==> src/rtl/strb_pkg.sv <==
package strb_pkg;

    typedef enum logic [1:0] {
        ST_IDLE     = 2'd0,
        ST_ACCESS   = 2'd1,
        ST_CAS_HOLD = 2'd2,
        ST_REFRESH  = 2'd3
    } strb_state_e;

    localparam logic [2:0] MODE_ALL      = 3'b000;
    localparam logic [2:0] MODE_PAIR     = 3'b001;
    localparam logic [2:0] MODE_SINGLE   = 3'b010;
    localparam logic [2:0] MODE_RAS_ONLY = 3'b011;

endpackage

==> src/rtl/strb_bank_decode.sv <==
module strb_bank_decode
    import strb_pkg::*;
#(
    parameter int LANES = 4
) (
    input  logic [2:0]               mode,
    input  logic [$clog2(LANES)-1:0] bank,
    output logic [LANES-1:0]         sel_mask,
    output logic                     ras_only
);
    localparam int BW   = $clog2(LANES);
    localparam int HALF = LANES / 2;

    logic [LANES-1:0] single_mask;
    logic [LANES-1:0] pair_mask;

    // One-hot lane pick: one compare per lane.
    for (genvar g = 0; g < LANES; g++) begin : g_single
        assign single_mask[g] = (bank == BW'(g));
    end

    // Upper bank bit picks the lower or upper half.
    for (genvar g = 0; g < LANES; g++) begin : g_pair
        if (g < HALF) begin : g_lo
            assign pair_mask[g] = ~bank[BW-1];
        end else begin : g_hi
            assign pair_mask[g] = bank[BW-1];
        end
    end

    always_comb begin
        unique case (mode)
            MODE_PAIR:   sel_mask = pair_mask;
            MODE_SINGLE: sel_mask = single_mask;
            default:     sel_mask = '1;
        endcase
    end

    assign ras_only = (mode == MODE_RAS_ONLY);

endmodule

==> src/rtl/strb_seq_fsm.sv <==
module strb_seq_fsm
    import strb_pkg::*;
#(
    parameter int LANES = 4
) (
    input  logic             clk,
    input  logic             rst_n,
    input  logic             acc_req,
    input  logic             rfsh_req,
    input  logic             ext_cas_en,
    input  logic [LANES-1:0] lane_en,
    input  logic [LANES-1:0] entry_mask,
    input  logic             entry_ras_only,
    output logic [LANES-1:0] ras_on,
    output logic [LANES-1:0] cas_on
);
    strb_state_e      state_q, state_d;
    logic [LANES-1:0] sel_q, sel_d;
    logic [LANES-1:0] hold_q, hold_d;
    logic             scrub_q, scrub_d;
    logic [LANES-1:0] live_lanes;

    assign live_lanes = sel_q & lane_en;

    // State register
    always_ff @(posedge clk or negedge rst_n) begin
        if (!rst_n) begin
            state_q <= ST_IDLE;
            sel_q   <= '0;
            hold_q  <= '0;
            scrub_q <= 1'b0;
        end else begin
            state_q <= state_d;
            sel_q   <= sel_d;
            hold_q  <= hold_d;
            scrub_q <= scrub_d;
        end
    end

    // Next-state logic
    always_comb begin
        state_d = state_q;
        sel_d   = sel_q;
        hold_d  = hold_q;
        scrub_d = scrub_q;
        unique case (state_q)
            ST_IDLE: begin
                if (rfsh_req) begin
                    state_d = ST_REFRESH;
                    scrub_d = ~entry_ras_only;
                end else if (acc_req) begin
                    state_d = ST_ACCESS;
                    sel_d   = entry_mask;
                end
            end
            ST_ACCESS: begin
                if (!acc_req) begin
                    if (ext_cas_en && (live_lanes != '0)) begin
                        state_d = ST_CAS_HOLD;
                        hold_d  = live_lanes;
                    end else begin
                        state_d = ST_IDLE;
                    end
                end
            end
            ST_CAS_HOLD: begin
                hold_d = hold_q & lane_en;
                if (hold_d == '0) begin
                    state_d = ST_IDLE;
                end
            end
            ST_REFRESH: begin
                if (!rfsh_req) begin
                    state_d = ST_IDLE;
                end
            end
            default: state_d = ST_IDLE;
        endcase
    end

    // Strobe values for the coming cycle
    always_comb begin
        ras_on = '0;
        cas_on = '0;
        unique case (state_d)
            ST_ACCESS: begin
                ras_on = sel_d;
                cas_on = sel_d & lane_en;
            end
            ST_CAS_HOLD: cas_on = hold_d;
            ST_REFRESH: begin
                ras_on = '1;
                cas_on = scrub_d ? '1 : '0;
            end
            default: begin
                ras_on = '0;
                cas_on = '0;
            end
        endcase
    end

endmodule

==> src/rtl/strb_out_reg.sv <==
module strb_out_reg #(
    parameter int LANES = 4
) (
    input  logic             clk,
    input  logic             rst_n,
    input  logic [LANES-1:0] ras_on,
    input  logic [LANES-1:0] cas_on,
    output logic [LANES-1:0] ras_n,
    output logic [LANES-1:0] cas_n
);
    for (genvar g = 0; g < LANES; g++) begin : g_lane
        always_ff @(posedge clk or negedge rst_n) begin
            if (!rst_n) begin
                ras_n[g] <= 1'b1;
                cas_n[g] <= 1'b1;
            end else begin
                ras_n[g] <= ~ras_on[g];
                cas_n[g] <= ~cas_on[g];
            end
        end
    end

endmodule

==> src/rtl/strb_bank_decoder.sv <==
module strb_bank_decoder
    import strb_pkg::*;
#(
    parameter int LANES = 4,
    localparam int BW   = $clog2(LANES)
) (
    input  logic             clk,
    input  logic             rst_n,
    input  logic [2:0]       cfg_mode,
    input  logic             ext_cas_en,
    input  logic [BW-1:0]    bank_sel,
    input  logic [LANES-1:0] lane_en,
    input  logic             acc_req,
    input  logic             rfsh_req,
    output logic [LANES-1:0] ras_n,
    output logic [LANES-1:0] cas_n
);
    logic [LANES-1:0] entry_mask;
    logic             entry_ras_only;
    logic [LANES-1:0] ras_on;
    logic [LANES-1:0] cas_on;

    strb_bank_decode #(.LANES(LANES)) u_decode (
        .mode     (cfg_mode),
        .bank     (bank_sel),
        .sel_mask (entry_mask),
        .ras_only (entry_ras_only)
    );

    strb_seq_fsm #(.LANES(LANES)) u_fsm (
        .clk            (clk),
        .rst_n          (rst_n),
        .acc_req        (acc_req),
        .rfsh_req       (rfsh_req),
        .ext_cas_en     (ext_cas_en),
        .lane_en        (lane_en),
        .entry_mask     (entry_mask),
        .entry_ras_only (entry_ras_only),
        .ras_on         (ras_on),
        .cas_on         (cas_on)
    );

    strb_out_reg #(.LANES(LANES)) u_out (
        .clk    (clk),
        .rst_n  (rst_n),
        .ras_on (ras_on),
        .cas_on (cas_on),
        .ras_n  (ras_n),
        .cas_n  (cas_n)
    );

endmodule

==> config.mk <==
export PLATFORM = sky130hd
export DESIGN_NAME = strb_bank_decoder
export DESIGN_NICKNAME = d
export VERILOG_FILES = /design/src/rtl/strb_pkg.sv /design/src/rtl/strb_bank_decode.sv /design/src/rtl/strb_seq_fsm.sv /design/src/rtl/strb_out_reg.sv /design/src/rtl/strb_bank_decoder.sv
export SDC_FILE = /design/constraint.sdc
export NUM_CORES = 1
export LEC_CHECK = 0
export ABC_AREA = 1
export CORE_MARGIN = 4
export CORE_UTILIZATION = 53
export CTS_BUF_LIST = sky130_fd_sc_hd__clkbuf_8
export DETAILED_ROUTE_END_ITERATION = 10
export GPL_TIMING_DRIVEN = 1
export PLACE_DENSITY = 0.81
export SYNTH_ARGS = -nofsm -noshare
export SYNTH_HDL_FRONTEND = slang
export SYNTH_SLANG_ARGS = --single-unit
export TNS_END_PERCENT = 10
==> constraint.sdc <==
create_clock -name clk -period 2 [get_ports clk]
set_clock_uncertainty 0.05 [all_clocks]
set_input_delay 0.4 -clock clk [delete_from_list [all_inputs] [get_ports clk]]
set_output_delay 0.4 -clock clk [all_outputs]
set_load 0.02 [all_outputs]
# [Yosys cells after proc, flatten, opt, wreduce, memory -nomap -nowiden]
# Cells that the tools add are included.
[totals] regBits=19 in_bits=14 out_inout_bits=8
[op_classes] n_eq_ne=12 muxes=19 bitwise_logic=13 n_reduce_logical=5
[ops] operator="4-bit 2-to-1 mux" count=6
[ops] operator="4-bit case mux with 2 select lines" count=3
[ops] operator="4-bit bitwise AND" count=3
[ops] operator="2-bit equality test (second input constant)" count=6
[ops] operator="2-bit 2-to-1 mux" count=6
[ops] operator="4-bit case mux with 3 select lines" count=1
[ops] operator="1-bit NOT" count=10
[ops] operator="2-bit case mux with 4 select lines" count=1
[ops] operator="2-bit by 1-bit equality test with 1-bit output (second input constant)" count=3
[ops] operator="3-bit by 2-bit equality test with 1-bit output (second input constant)" count=2
[ops] operator="2-bit logical NOT" count=2
[ops] operator="4-bit logical NOT" count=1
[ops] operator="4-bit nonzero test" count=1
[ops] operator="3-bit by 1-bit equality test with 1-bit output (second input constant)" count=1
[ops] operator="1-bit 2-to-1 mux" count=2
[ops] operator="1-bit logical AND" count=1

# [Longest topological paths before layout]
[depth] word_depth=9 ltp_mapped=13 ltp_nobuf=13

# [Modules after synthesis]
# A second synthesis with hierarchy kept.
[hier_totals] hier_cells=162 hier_area_um2=1174.9
[by_module_without_submodules] module="strb_seq_fsm" n_inst=1 cells_each=127 area_per_inst_um2=853.3 seq_area_each_um2=275.3
[by_module_without_submodules] module="strb_out_reg" n_inst=1 cells_each=16 area_per_inst_um2=240.2 seq_area_each_um2=210.2
[by_module_without_submodules] module="strb_bank_decode" n_inst=1 cells_each=19 area_per_inst_um2=81.3 seq_area_each_um2=0.0

# [Least setup slack after synthesis]
# Ideal clock, no wire load.
[synth_timing] kind="reg-to-reg" from="register u_fsm.state_q[0]" to="register u_out.cas_n[1]" t_arrival_ns=1.409 required_time_ns=1.883 setup_slack_ns=0.474 stages_incl_launch_ff=14 path_buffers=0 period_less_slack_ns=1.526 path_cell_list="dfrtp_1 > inv_1 > ha_1 > inv_1 > nand2_1 > a21oi_1 > nand2_2 > nand2_1 > nand2_2 > nand2_4 > inv_2 > nand2_1 > nor2_1 > nor2_1"
[synth_via] elab_cells_between_ends=20
[synth_lines] element="start: declaration" line="strb_seq_fsm.sv:17" text="strb_state_e state_q, state_d;"
[synth_lines] element="start signal: assignment" line="strb_seq_fsm.sv:33" text="state_q <= state_d;"
[synth_lines] element="2-bit equality test, or another cell as far along" line="strb_seq_fsm.sv:46" text="unique case (state_q)"
[synth_lines] element="2-bit case mux with 4 select lines (*)" line="strb_seq_fsm.sv:46"
[synth_lines] element="net u_fsm.state_d[1]" line="strb_seq_fsm.sv:17"
[synth_lines] element="2-bit equality test / 2-bit by 1-bit equality test with 1-bit output (equally long branches)" line="strb_seq_fsm.sv:85" text="unique case (state_d)"
[synth_lines] element="4-bit case mux with 3 select lines (*)" line="strb_seq_fsm.sv:85"
[synth_lines] element="1-bit NOT (*)" line="strb_out_reg.sv:18" text="cas_n[g] <= ~cas_on[g];"
[synth_lines] element="end signal: indexed assignment" line="strb_out_reg.sv:18"
[synth_lines] element="end: declaration" line="strb_out_reg.sv:9" text="output logic [LANES-1:0] cas_n"
# The timed path passes the listed nets; every way through them passes the cells marked *.

# [Final worst setup path]
[layout_timing] from="register u_out.cas_n[2]" to="output port cas_n[2]"
[layout_lines] element="end: declaration" line="strb_bank_decoder.sv:16" text="output logic [LANES-1:0] cas_n"
# No word-level cell between the ends.

==> impl_summary.log <==
[metrics] largest net degree at the start of global routing: 20
[metrics] most common cell in the synthesized netlist: sky130_fd_sc_hd__nand2_1
[metrics] gate count after technology mapping: 163
[metrics] number of gates given a new drive strength after cts: 0
[metrics] warnings from Yosys: 0
[metrics] routed vias: 1,122
[metrics] routed wire length: 2751 µm
[metrics] final weighted congestion of routability-driven global placement: 0.8229
[metrics] total core area: 2042 µm²
[metrics] Max-Cap Viols: 0
[metrics] final layout net count: 211
[metrics] worst-case vdd ir drop: 1258 µV
[metrics] fraction of final layout cells with drive strength greater than 1: 17.28%
[metrics] HPWL after detailed placement: 2127 µm
[metrics] slack of the worst reg-to-reg path: 0.23 ns
[metrics] Max H-tree Level: 1
[metrics] sum of negative setup slack: 0 ns
[metrics] distinct cell type count after synthesis: 19
[metrics] Worst Reg-to-Reg Cells: 9
[metrics] kind of cell adding the most delay to the critical path: buffers and inverters
[metrics] Critical Path Max Stage Delay: 0.60 ns
[metrics] global route overflow: 0
[metrics] FF+latch count, synth: 19
[metrics] number of logic stages on the critical path including buffering: 1
[metrics] Max Freq: 545.8 MHz
[metrics] worst r2r src: u_fsm.state_q[1]$_DFF_PN0_
[metrics] vias in the first global route: 1,092
[metrics] area share of the largest cell type after synthesis: 23.26%
[metrics] maximum fanout along the worst path: 1
[metrics] worst path buffer plus inverter count: 1
[metrics] starting density of the core: 57.97%
[metrics] netlist area before placement: 1184 µm²
[metrics] Filler Cell Count: 166
[metrics] total count of hold-check failures in the final report: 0
[metrics] sequential fraction of the synthesis area: 41.01%
[metrics] EDFF count, synth: 0
[metrics] main area contributors after synthesis: sky130_fd_sc_hd__dfrtp_1 (23%), sky130_fd_sc_hd__dfstp_2 (18%), sky130_fd_sc_hd__nand2_1 (13%)
[metrics] initial antenna violation count: 0
[metrics] Post-synth top cells: sky130_fd_sc_hd__nand2_1 (41), sky130_fd_sc_hd__inv_1 (24), sky130_fd_sc_hd__nand3_1 (21)
[metrics] slew margin rel.: 67.17%
[metrics] setup-violating endpoint count in the final report: 0
[metrics] critical path start-end classification: flip-flop to primary output
[metrics] Final Max Tran Viols: 0
[metrics] path category of the worst min-delay check: input port to async pin
[metrics] source-to-sink clock delay at the later pin of the worst-skew pair: 0.26 ns
[metrics] signal arrival time at the worst endpoint: 1.38 ns
[metrics] Critical Path RT: 1.55 ns
[metrics] 1st-pass router iterations: 4
[metrics] number of DRC markers after the initial detailed-route iteration: 33
[metrics] Avg Inst Size Synth: 7.262 µm²
[metrics] die height: 55.26 µm
[metrics] largest area contributor in the synthesized netlist: sky130_fd_sc_hd__dfrtp_1
[metrics] average via count per standard cell: 5.147
[metrics] RR Endpoint: u_out.ras_n[2]$_DFF_PN1_
[metrics] Post-Place Setup Slack: -0.006711 ns
[metrics] Routed wire per std cell: 12.62 µm
[metrics] Die Width: 55.26 µm
[metrics] Bufs on Longest Clock Path: 2
[metrics] cells traversed along the worst timing path: clkdlybuf4s50_1
[metrics] Antenna diodes: 0
[metrics] slowest stage cell on the critical path: sky130_fd_sc_hd__clkdlybuf4s50_1
[metrics] I/O Buffers: 21
[metrics] slew at the pin closest to its max-slew limit: 0.4872 ns
[metrics] Static Leakage: 0.7530 nW
[metrics] area used by multi-input combinational logic: 600.6 µm²
[metrics] placement row count: 16
[metrics] CTS clock-pin slew for the worst setup and hold paths: 0.08 ns
[metrics] post-CTS repair timing setup buffer count: 0
[metrics] area of the die: 3053 µm²
[metrics] CTS hold repair buffers: 0
[metrics] antenna-violating nets left: 0
[metrics] remaining design rule violation count: 0
[metrics] clock tree from TritonCTS: done
[metrics] launching element of the worst setup path: u_out.cas_n[2]$_DFF_PN1_
[metrics] P&R area growth vs syn: 26.43%
[metrics] Main synth FF type: sky130_fd_sc_hd__dfrtp_1
[metrics] final clock period utilization by the worst path: 91.61%
[metrics] minimum clock period: 1.832 ns
[metrics] share of flip-flops with an asynchronous set or reset: 100.0%
[metrics] Startpoint Class: flip-flop
[metrics] first-pass GRT wire length: 4705 µm
[metrics] Total Routing Usage GR: 18.74%
[metrics] status: completed
[metrics] clock net sink count: 19
[metrics] post-route worst hold slack: 0.4185 ns
[metrics] total power of the final layout: 2.555 mW
[metrics] Final Util: 73.28%
[metrics] final worst slack: 0.1679 ns
[metrics] RSZ-0062 raised after global routing: false
[metrics] Root Buffer Master: sky130_fd_sc_hd__clkbuf_8
[metrics] sequential cell area: 485.5 µm²
[metrics] number of buffers added by the clock tree synthesis step: 3
[metrics] I/O pin cnt: 22
[metrics] Post-Synthesis Net Count: 182
[metrics] Power per Cell Area: 1707 nW/µm²
[metrics] CP endpoint kind: primary output
routing by layer:
layer  global-route usage [%]  vias to the layer above  share of wire, %
met2                    31.59                       33                47
met1                    23.71                      515                45
met4                    7.986                        0               2.0
met3                    2.797                        7               5.4
met5                        0                        -                 0
li1                         -                      567                 -
layout make-up:
class | count | area share, %
clock buffers | 3 | 2.759
clock inverters | 1 | 0.3344
inverters | 26 | 6.522
multi-input cells | 118 | 40.13
flip-flops and latches | 19 | 32.44
well taps | 27 | 2.258
repair buffers | 24 | 15.55
placed cells by master (no fill, tap or decap), types with 4 or more instances in the layout:
cell type                         instances
sky130_fd_sc_hd__nand2_1                 41
sky130_fd_sc_hd__inv_1                   24
sky130_fd_sc_hd__nand3_1                 21
sky130_fd_sc_hd__clkdlybuf4s50_1         21
sky130_fd_sc_hd__nor2_1                  17
sky130_fd_sc_hd__dfrtp_1                 11
sky130_fd_sc_hd__dfstp_2                  8
sky130_fd_sc_hd__a21oi_1                  6
sky130_fd_sc_hd__o21ai_1                  6
sky130_fd_sc_hd__nand2_2                  5
sky130_fd_sc_hd__ha_1                     5
sky130_fd_sc_hd__or2_2                    4
power by group:
group / internal, mW / leakage, nW / total [mW] / switching [mW]
clock network: 0.139 / 0.0255 / 0.276 / 0.137
registers: 0.629 / 0.207 / 0.727 / 0.0977
logic: 0.588 / 0.520 / 1.55 / 0.964
total: 1.36 / 0.753 / 2.56 / 1.20
worst max-delay path by stage:
stage                               endpoint  slack (ns)
CTS                                 ras_n[1]        0.17
global placement    u_out.cas_n[1]$_DFF_PN1_        0.03
global route        u_out.cas_n[1]$_DFF_PN1_        0.03
detailed placement  u_out.cas_n[1]$_DFF_PN1_      -0.007
finish                              cas_n[2]        0.17
floorplan           u_out.cas_n[1]$_DFF_PN1_        0.47
flip-flops by register name, summed over array words and instances (netlist names):
register       cells
u_fsm.sel_q        4
u_fsm.state_q      2
u_out.cas_n        4
u_fsm.scrub_q      1
u_fsm.hold_q       4
u_out.ras_n        4
cell families after synthesis:
group | after synthesis | share of synthesized area [%]
compound gates | 18 | 8.351
fa+ha+maj | 5 | 5.285
simple gates | 95 | 37.10
buf+inv | 26 | 8.246
flops | 19 | 41.01
metrics by stage:
step / cells / cell area, µm²
detailed placement: 214 / 1450
global route: 218 / 1496
finish: 218 / 1496
CTS: 218 / 1496
global placement: 214 / 1450
floorplan: 163 / 1184
Note: power is estimated with default switching activity, not from simulation.
